File: config.mk
export PLATFORM = sky130hd
export DESIGN_NAME = wrcmd_len_guard
export DESIGN_NICKNAME = d
export VERILOG_FILES = /design/src/rtl/clkguard_pkg.sv /design/src/rtl/clkguard_ticker.sv /design/src/rtl/clkguard_lenrom.sv /design/src/rtl/clkguard_judge.sv /design/src/rtl/wrcmd_len_guard.sv
export SDC_FILE = /design/constraint.sdc
export NUM_CORES = 1
export LEC_CHECK = 0
export BUFFER_PORTS_ARGS = -buffer_cell sky130_fd_sc_hd__buf_2
export CAP_MARGIN = 15
export CORE_AREA = 8 8 45 47
export DETAILED_ROUTE_END_ITERATION = 16
export DIE_AREA = 0 0 53 55
export GPL_ROUTABILITY_DRIVEN = 0
export PLACE_DENSITY = 0.54
export SYNTH_ARGS = -nofsm -noshare
export SYNTH_HDL_FRONTEND = slang
export SYNTH_SLANG_ARGS = --single-unit
File: constraint.sdc
create_clock -name clk -period 2.7 [get_ports clk]
set_input_delay 0.135 -clock clk [delete_from_list [all_inputs] [get_ports clk]]
set_output_delay 0.135 -clock clk [all_outputs]
set_load 0.05 [all_outputs]
File: src/rtl/clkguard_pkg.sv
package clkguard_pkg;

   typedef enum logic [2:0] {
      CMD_NONE  = 3'd0,
      CMD_READ  = 3'd1,
      CMD_WRITE = 3'd2,
      CMD_ERASE = 3'd3,
      CMD_WRALL = 3'd4,
      CMD_ERALL = 3'd5,
      CMD_WREN  = 3'd6,
      CMD_WRDIS = 3'd7
   } cmd_e;

   // commands that alter the array and must be length-checked
   function automatic logic is_modifying(cmd_e c);
      return (c == CMD_WRITE) || (c == CMD_ERASE) ||
             (c == CMD_WRALL) || (c == CMD_ERALL);
   endfunction

   // commands that carry a data word after the address
   function automatic logic carries_data(cmd_e c);
      return (c == CMD_WRITE) || (c == CMD_WRALL);
   endfunction

endpackage

File: src/rtl/clkguard_ticker.sv
module clkguard_ticker #(
   parameter int CNT_W = 5
) (
   input  logic             clk,
   input  logic             rst_n,
   input  logic             clr,
   input  logic             inc,
   output logic [CNT_W-1:0] ticks
);
   localparam logic [CNT_W-1:0] TOP = {CNT_W{1'b1}};

   always_ff @(posedge clk) begin
      if (!rst_n) begin
         ticks <= '0;
      end else if (clr) begin
         ticks <= '0;
      end else if (inc && (ticks != TOP)) begin
         ticks <= ticks + CNT_W'(1);
      end
   end
endmodule

File: src/rtl/clkguard_lenrom.sv
module clkguard_lenrom
   import clkguard_pkg::*;
#(
   parameter int OP_W        = 2,
   parameter int DATA_W      = 16,
   parameter int ADDR_NARROW = 6,
   parameter int ADDR_WIDE   = 8,
   parameter int CNT_W       = 5
) (
   input  cmd_e             cmd,
   input  logic             wide,
   output logic             need_chk,
   output logic [CNT_W-1:0] need_len
);
   localparam int N_CFG = 2;

   logic [CNT_W-1:0] short_len [N_CFG];
   logic [CNT_W-1:0] long_len  [N_CFG];

   // one length pair per address layout: start + opcode + address [+ data]
   for (genvar g = 0; g < N_CFG; g++) begin : g_cfg
      localparam int AW      = (g == 0) ? ADDR_NARROW : ADDR_WIDE;
      localparam int LEN_CMD = 1 + OP_W + AW;
      localparam int LEN_DAT = LEN_CMD + DATA_W;
      assign short_len[g] = CNT_W'(LEN_CMD);
      assign long_len[g]  = CNT_W'(LEN_DAT);
   end

   always_comb begin
      need_chk = is_modifying(cmd);
      need_len = carries_data(cmd) ? long_len[wide] : short_len[wide];
   end
endmodule

File: src/rtl/clkguard_judge.sv
module clkguard_judge #(
   parameter int CNT_W = 5
) (
   input  logic             clk,
   input  logic             rst_n,
   input  logic             sel_i,
   input  logic             cmd_valid,
   input  logic             need_chk,
   input  logic [CNT_W-1:0] ticks,
   input  logic [CNT_W-1:0] need_len,
   output logic             done_o,
   output logic             accept_o,
   output logic             cancel_o
);
   logic sel_q;
   logic closing;
   logic len_ok;

   assign closing = sel_q & ~sel_i & cmd_valid;
   assign len_ok  = (ticks == need_len);

   always_ff @(posedge clk) begin
      if (!rst_n) begin
         sel_q    <= 1'b0;
         done_o   <= 1'b0;
         accept_o <= 1'b0;
         cancel_o <= 1'b0;
      end else begin
         sel_q    <= sel_i;
         done_o   <= closing;
         accept_o <= closing & (~need_chk | len_ok);
         cancel_o <= closing & need_chk & ~len_ok;
      end
   end
endmodule

File: src/rtl/wrcmd_len_guard.sv
module wrcmd_len_guard
   import clkguard_pkg::*;
#(
   parameter int OP_W        = 2,
   parameter int DATA_W      = 16,
   parameter int ADDR_NARROW = 6,
   parameter int ADDR_WIDE   = 8
) (
   input  logic       clk,
   input  logic       rst_n,
   input  logic       sel_i,
   input  logic       sk_rise_i,
   input  logic       start_seen_i,
   input  logic [2:0] cmd_i,
   input  logic       wide_addr_i,
   output logic       done_o,
   output logic       accept_o,
   output logic       cancel_o
);
   localparam int LEN_MAX = 1 + OP_W + ADDR_WIDE + DATA_W;
   localparam int CNT_W   = $clog2(LEN_MAX + 1);

   if (OP_W < 1)              $error("OP_W must be at least 1");
   if (DATA_W < 1)            $error("DATA_W must be at least 1");
   if (ADDR_NARROW < 1)       $error("ADDR_NARROW must be at least 1");
   if (ADDR_WIDE < ADDR_NARROW) $error("ADDR_WIDE must not be below ADDR_NARROW");

   cmd_e             cmd_t;
   logic             cmd_valid;
   logic             need_chk;
   logic [CNT_W-1:0] need_len;
   logic [CNT_W-1:0] ticks;
   logic             tick_inc;

   assign cmd_t     = cmd_e'(cmd_i);
   assign cmd_valid = (cmd_t != CMD_NONE);
   assign tick_inc  = sel_i & sk_rise_i & start_seen_i;

   clkguard_ticker #(.CNT_W(CNT_W)) u_ticker (
      .clk   (clk),
      .rst_n (rst_n),
      .clr   (~sel_i),
      .inc   (tick_inc),
      .ticks (ticks)
   );

   clkguard_lenrom #(
      .OP_W        (OP_W),
      .DATA_W      (DATA_W),
      .ADDR_NARROW (ADDR_NARROW),
      .ADDR_WIDE   (ADDR_WIDE),
      .CNT_W       (CNT_W)
   ) u_lenrom (
      .cmd      (cmd_t),
      .wide     (wide_addr_i),
      .need_chk (need_chk),
      .need_len (need_len)
   );

   clkguard_judge #(.CNT_W(CNT_W)) u_judge (
      .clk       (clk),
      .rst_n     (rst_n),
      .sel_i     (sel_i),
      .cmd_valid (cmd_valid),
      .need_chk  (need_chk),
      .ticks     (ticks),
      .need_len  (need_len),
      .done_o    (done_o),
      .accept_o  (accept_o),
      .cancel_o  (cancel_o)
   );
endmodule

**Yosys cells after proc, flatten, opt, wreduce, memory -nomap -nowiden**

Cells that the tools add are included.

- Memories kept: 0
- Bits in read-only memories: 0
- Input port bits: 9
- Output and inout bits: 3
- RAM bits: 0
- Bits in latches: 0
- Register bits: 9

- Reductions and logical operators: 7
- Div/mod/pow operators: 0
- Shifts and indexed selects: 0
- Multiplexer cells: 7
- $add $sub $neg: 1
- Bitwise logic cells: 12
- Equal/unequal tests: 6
- Multipliers: 0
- Magnitude comparators: 1

Operator list:

| operator | count |
|---|---|
| $mux 5 | 5 |
| $and 1x1->1 | 7 |
| $eq 3x2->1 const B | 2 |
| $eq 3x3->1 const B | 2 |
| $add 5x1->5 const B | 1 |
| $eq 5x5->1 | 1 |
| $ne 5x5->1 const B | 1 |
| $logic_or 1x1->1 | 4 |
| $mux 2 | 2 |
| $not 1->1 | 3 |
| $reduce_bool 3->1 | 1 |
| $ge 2x2->1 const B | 1 |
| $not 1->2 | 1 |
| $reduce_and 2->1 | 1 |
| $logic_and 1x1->1 | 1 |
| $or 1x1->1 | 1 |

**Depth between registers and ports, before layout**

Gate-level depths: netlist of run 1.

- Depth in word-level cells: 8
- Depth in mapped cells: 6
- Gate-level depth less buffers: 6

**Hierarchy**

A second synthesis of run 1 with hierarchy kept.

- Cells, all modules: 54
- Area, all modules: 503.0 sq um

By module, submodules not included:

| module | seq. area each (sq um) | cells an instance | instances | area each (sq um) |
|---|---|---|---|---|
| clkguard_ticker | 100.1 | 26 | 1 | 239.0 |
| clkguard_judge | 80.1 | 17 | 1 | 192.7 |
| clkguard_lenrom | 0.0 | 8 | 1 | 55.1 |
| wrcmd_len_guard | 0.0 | 3 | 1 | 16.3 |

**Worst setup path after synthesis of run 1**

Ideal clock, no wire load.

- Kind: reg2reg
- From: register u_ticker.ticks[0]
- To: register u_ticker.ticks[3]
- Clock period less this slack: 1,609 ps
- Path buffers: 0
- Slack: 1,091 ps
- Data arrival time: 1,539 ps
- Cell stages (with the launch flop): 7
- Path through: dfxtp_1 ha_1 and3_1 ha_1 nand4b_4 or3_1 a21oi_1

- Cells in the longest elaborated chain, start to end: 2

Ends and longest elaborated chain:

| element | RTL line | source |
|---|---|---|
| start, declared | clkguard_ticker.sv:8 | `output logic [CNT_W-1:0] ticks` |
| start signal, assigned | clkguard_ticker.sv:18 | `ticks <= ticks + CNT_W'(1);` |
| branches (longest 2 deep; another with $add 5x1->5) | -- |  |

Several ways; the timed one is not identified.
A chain may end at the register's enable or synchronous reset.

**Final worst setup path of run 1**

Same ends and word-level chain as after synthesis.

==> results.toml, run 1 <==
[status]
status = "complete, no violations"

[global_route]
grt_pass1_vias = 343
grt_first_pass_wirelength_mm = 1.40
grt_usage_pct = 7.19
antenna_found_initial = 0
grt_overflow = 0
grt_max_degree = 8

[timing]
period_needed_ns = 1.71
fmaxAchievable_mhz = 584
fin_crit_sh_pct = 63.4
finalSetupTns_ns = 0
worst_pin_slew_ns = 0.380
final-setup-viol-count = 0
drv_slew = 0
fin_skew_ns = 0.00618
slew_headroom_pct = 74.4
fin_hold_ws_ns = 0.232
rsz0062_at_grt = "false"
fin_ws_ns = 0.989
finalHoldViolations = 0

[floorplanning]
floorplan.initialDensity_pct = 28.5
die_x_um = 53
die_area_mm2 = 0.00292
die_h_um = 55
io-pin-count = 12
core_mm2 = 0.00138
placementRows = 14

[power_and_ir_drop]
power_density_mw_per_mm2 = 529
leakage_nw = 0.245
peakVddDrop_mv = 0.170

[logic_synthesis]
synth_common_cells = "9 x dfxtp_1, 3 x inv_1, 3 x nand2_1, 3 x nor2_1, 3 x or3_1"
synthMuxAreaShare_pct = 5.08
syn_inst = 40
synth_fa_ha_area_share_pct = 6.35
synth_compound_area_share_pct = 7.62
synth_top_cell_area_share_pct = 45.7
synth_top_area_cell = "dfxtp_1"
synth_area_per_cell_um2 = 9.85
synth_nets = 51
synth_xor_xnor_area_share_pct = 8.89
synth_edf_count = 0
postSynth.asyncResetShare_pct = 0
yosys.area_share.simple_pct = 23.5
synth_cell_type_count = 17
synthMostInstantiatedCell = "dfxtp_1"
synth_top_flop_cell = "dfxtp_1"
yosys_warnings = 0
synth_top_family_by_area = "simple AND/OR/NAND/NOR gates"
ys_top_cells_by_area = "dfxtp_1 46%, ha_1 6.3%, nand4b_4 6.0%"
ys_ff_latch = 9
synthesis.area_um2 = 394
ys_seq_area_share_pct = 45.7

[place]
pre_cts_slack_ns = 1.01
dpl.hpwl_um = 652
portBuffers = 11

[clocking]
ctsHoldBuffers = 0
htreeDepth = 1
worstSkewPairLatency_ns = 0.26
cts_tree = "built"
post_cts_buffers = 0
cts-resized-gates = 0
cts.path.max_buffers = 2
cts-root-buf = "clkbuf_4"
cts.sinks = 9
clk_pin_slew_ns = 0.06
cts_inserted_buffers = 3

[setup_path]
path_buf_inv = 0
cp-start-kind = "flip-flop"
path_cells = "ha_1, and3_1, ha_1, nand4b_4, or3_1, a21oi_1"
critPathKind = "flip-flop to flip-flop"
critPathArrivalTime_ns = 1.90
endpoint_kind = "flip-flop"
crit_fanout = 7
crit_family = "simple AND/OR/NAND/NOR gates"
cp.required_ns = 2.89
worst_path_most_repeated_cell = "ha_1"
crit_slowest_cell = "or3_1"
critPathMaxStageDelay_ns = 0.37

[route]
drc_errors = 0
post_drt_wl_per_cell_um = 12.2
ant_nets = 0
num_vias = 334
drt-total-wl_um = 867
vias_per_cell = 4.70
drt-initial-drc-count = 4
drt_first_pass_iters = 4

[finish]
drive_gt1_share_pct = 29.1
final_nets = 67
fill_cells = 155
diodes = 0
utilization_pct = 35.8
area_growth_pct = 25.7

[flow_run]
max-cap-violations = 0

[min_path]
holdCritPathClass = "input port to flip-flop"
worst reg2reg max path: stages (launching register included):
cell	delay, ns
dfxtp_1	0.34
ha_1	0.21
and3_1	0.18
ha_1	0.17
nand4b_4	0.23
or3_1	0.38
a21oi_1	0.13
final cells by class:
class	instances	area, µm²	area share, %
well taps	16	20.0	4.04
flip-flops and latches	9	180	36.4
repair buffers	11	55.1	11.1
inverters	3	11.3	2.27
multi-input cells	28	203	40.9
clock buffers	4	26.3	5.30
final timing paths:
kind	cells past startpoint	to	slack, ns	startpoint
setup / recovery	6	u_ticker.ticks[3]	0.99	u_ticker.ticks[0]
hold / removal	3	u_judge.cancel_o	0.23	cmd_i[1]
setup reg to reg	6	u_ticker.ticks[3]	0.99	u_ticker.ticks[0]
hold reg to reg	2	u_ticker.ticks[2]	0.52	u_ticker.ticks[2]
registers in the layout (all words and copies together) (netlist names):
signal            cells
u_ticker.ticks        5
u_judge.accept_o      1
u_judge.cancel_o      1
u_judge.done_o        1
u_judge.sel_q         1
layout by cell type, fill, tap and decap left out:
cell type / netlist / final
a21oi_1: 2 / 2
and3_1: 1 / 1
buf_2: 0 / 11
clkbuf_1: 0 / 1
clkbuf_4: 0 / 3
dfxtp_1: 9 / 9
ha_1: 2 / 2
inv_1: 3 / 3
mux2i_1: 2 / 2
nand2_1: 3 / 3
nand3_1: 1 / 1
nand4b_4: 1 / 1
nor2_1: 3 / 3
nor3_1: 2 / 2
nor4_1: 1 / 1
o21ai_0: 2 / 2
o21ba_2: 1 / 1
or3_1: 3 / 3
xnor2_1: 2 / 2
xor2_1: 2 / 2
through the flow:
| stage | cells | instance area (µm²) | total power [mW] |
|---|---|---|---|
| after floorplan | 40 | 394 | 0.151 |
| after global placement | 67 | 469 | 0.161 |
| after detailed placement | 67 | 469 | 0.162 |
| after CTS | 71 | 495 | 0.271 |
| after global routing | 71 | 495 | 0.282 |
| final | 71 | 495 | 0.262 |
where the power goes:
group | leakage [nW] | internal, mW | switching, mW | total (mW)
Clock | 0.0150 | 0.0569 | 0.0462 | 0.103
Combinational | 0.157 | 0.00966 | 0.0135 | 0.0231
Sequential | 0.0729 | 0.135 | 0.000847 | 0.136
metal layers:
layer  global-route usage [%]  routed length (µm)  vias up
li1                         -                   -      166
met1                     6.47                 363      153
met2                     10.7                 388       13
met3                     5.08                 100        2
met4                     6.47                  15        0
met5                        0                   0        -
kinds of logic after synthesis:
group | after synthesis
compound gates | 5
xor+xnor | 4
fa+ha+maj | 2
buf+inv | 3
flops | 9
mux | 2
simple gates | 15
Note: power is estimated with default switching activity, not from simulation.
==> run 2, diff against run 1 <==
--- a/config.mk
+++ b/config.mk
@@ -11,7 +11,7 @@
 export DETAILED_ROUTE_END_ITERATION = 16
 export DIE_AREA = 0 0 53 55
 export GPL_ROUTABILITY_DRIVEN = 0
-export PLACE_DENSITY = 0.54
+export PLACE_DENSITY = 0.56
 export SYNTH_ARGS = -nofsm -noshare
 export SYNTH_HDL_FRONTEND = slang
 export SYNTH_SLANG_ARGS = --single-unit
==> constraint.sdc (replaced) <==
create_clock -name clk -period 1.4 [get_ports clk]
set_input_delay 0.07 -clock clk [delete_from_list [all_inputs] [get_ports clk]]
set_output_delay 0.07 -clock clk [all_outputs]
set_load 0.05 [all_outputs]
==> run 2 against run 1 <==
  * The flow now finishes with violations (negative setup slack)
  * Critical path depth rose by 1
  * Utilization rose by 5.9 points
  * Total power grew 95%
  * Via count is 10% higher
  * Combinational power is 120% higher
  * Count of clock-buffer cells in the layout is the same
  * First-iteration DRC count increased by 100%
  * Final cell count grew 8.5%
  * Worst setup slack got worse by 1.1 ns
  * Critical path type unchanged
==> results.toml, run 2 (synthesized netlist as in run 1, its figures left out) <==
[setup_path]
r2r_setup_slack_ns = -0.14
crit_fanout = 5
endpoint_kind = "flip-flop"
cp-start-kind = "flip-flop"
r2r-end = "u_ticker.ticks[3]"
reg2reg_depth = 7
critPathArrivalTime_ns = 1.68
cp.required_ns = 1.54
critPathKind = "flip-flop to flip-flop"
rr_startpoint = "u_ticker.ticks[1]"

[min_path]
hold_path_end = "u_judge.cancel_o"
min_from = "cmd_i[2]"
holdCritPathClass = "input port to flip-flop"
holdPathStages = 3

[timing]
worst_pin_slew_ns = 0.379
fin_skew_ns = 0.00142
finalSetupTns_ns = -0.351
final-setup-viol-count = 5
finalHoldViolations = 0
fin_crit_sh_pct = 110
fin_ws_ns = -0.140
period_needed_ns = 1.54
drv_slew = 0
slew_headroom_pct = 74.5
fmaxAchievable_mhz = 649
fin_hold_ws_ns = 0.137
rsz0062_at_grt = "true"

[power_and_ir_drop]
finalPower_uw = 510
power_density_mw_per_mm2 = 884
leakage_nw = 0.267
peakVddDrop_mv = 0.532

[clocking]
cts_inserted_buffers = 3
cts.sinks = 9
clk_pin_slew_ns = 0.06
cts.path.max_buffers = 2
ctsHoldBuffers = 0
cts_tree = "built"
htreeDepth = 1
post_cts_buffers = 0
worstSkewPairLatency_ns = 0.26
cts-root-buf = "clkbuf_4"

[finish]
layout_common_cells = "11 x buf_2, 7 x dfxtp_1, 6 x buf_4"
top_register = "u_ticker.ticks"
fill_cells = 147
final_area_um2 = 577
largest_register_ffs = 5
utilization_pct = 41.7
layout_commonest_cell = "buf_2"
final_nets = 73
area_growth_pct = 46.3
diodes = 0
final-instance-count-excl-fill = 77
drive_gt1_share_pct = 45.9

[global_route]
grt_max_degree = 7
grt_first_pass_wirelength_mm = 1.42
grt_pass1_vias = 363
grt_usage_pct = 7.06
grt_overflow = 0
antenna_found_initial = 0

[floorplanning]
die_area_mm2 = 0.00292
die_h_um = 55
placementRows = 14
floorplan.initialDensity_pct = 28.5
core_mm2 = 0.00138
io-pin-count = 12
die_x_um = 53

[status]
violations = "negative setup slack"
status = "finished, violations left"

[route]
drc_errors = 0
drt-total-wl_um = 956
post_drt_wl_per_cell_um = 12.4
ant_nets = 0
drt_first_pass_iters = 4
drt-initial-drc-count = 8
vias_per_cell = 4.79
num_vias = 369

[place]
portBuffers = 11
pre_cts_slack_ns = -0.143
dp_cells = 73
dpl.hpwl_um = 699
post_dp_cell_area_um2 = 536

[flow_run]
max-cap-violations = 0
-- run 2: cell count changes in the layout (fill, tap and decap cells not counted), moves of 2 or more --
cell,delta
buf_4,+6
ha_1,-2
ha_4,+2
dfxtp_1,-2
dfxtp_2,+2
-- run 2: repair_timing --
action	in CTS	in global routing
pin swaps	3	1
setup endpoints to repair	5	5
resized for setup	2	2
-- run 2: worst max path at each step --
stage                           start           endpoint  slack, ns  cells past startpoint
CTS                 u_ticker.ticks[1]  u_ticker.ticks[2]      -0.12                      6
finish              u_ticker.ticks[1]  u_ticker.ticks[3]      -0.14                      7
global placement    u_ticker.ticks[0]  u_ticker.ticks[2]      -0.10                      6
global route        u_ticker.ticks[1]  u_ticker.ticks[3]      -0.18                      6
floorplan           u_ticker.ticks[0]  u_ticker.ticks[2]      -0.13                      6
detailed placement  u_ticker.ticks[0]  u_ticker.ticks[2]      -0.14                      6
-- run 2: power by group --
part,leakage (nW),switching [mW],total (mW),internal (mW)
combinational,0.178,0.0272,0.0507,0.0235
sequential,0.0739,0.00153,0.262,0.260
clock,0.0150,0.0875,0.197,0.110
-- run 2: critical path: stages, from the launching register on --
cell and delay, ns:
dfxtp_2 0.33, ha_4 0.16, and3_4 0.17, ha_4 0.14, nand4b_4 0.18, buf_4 0.17
o21ai_1 0.19, a21oi_2 0.08
-- run 2: area by class of cell --
cell class                      count  area (µm²)  share of cell area, %
Sequential cell                     9         183                   31.7
Clock buffer                        4        26.3                   4.56
Timing Repair Buffer               17         100                   17.4
Inverter                            3        11.3                   1.95
Tap cell                           16        20.0                   3.47
Multi-Input combinational cell     28         236                   41.0
-- run 2: layer usage --
layer  wire length, µm  vias up  track usage [%]
met3               124        4             4.55
met4                47        0             6.47
met2               445       19             11.7
li1                  -      182                -
met1               339      164             5.66
met5                 0        -                0
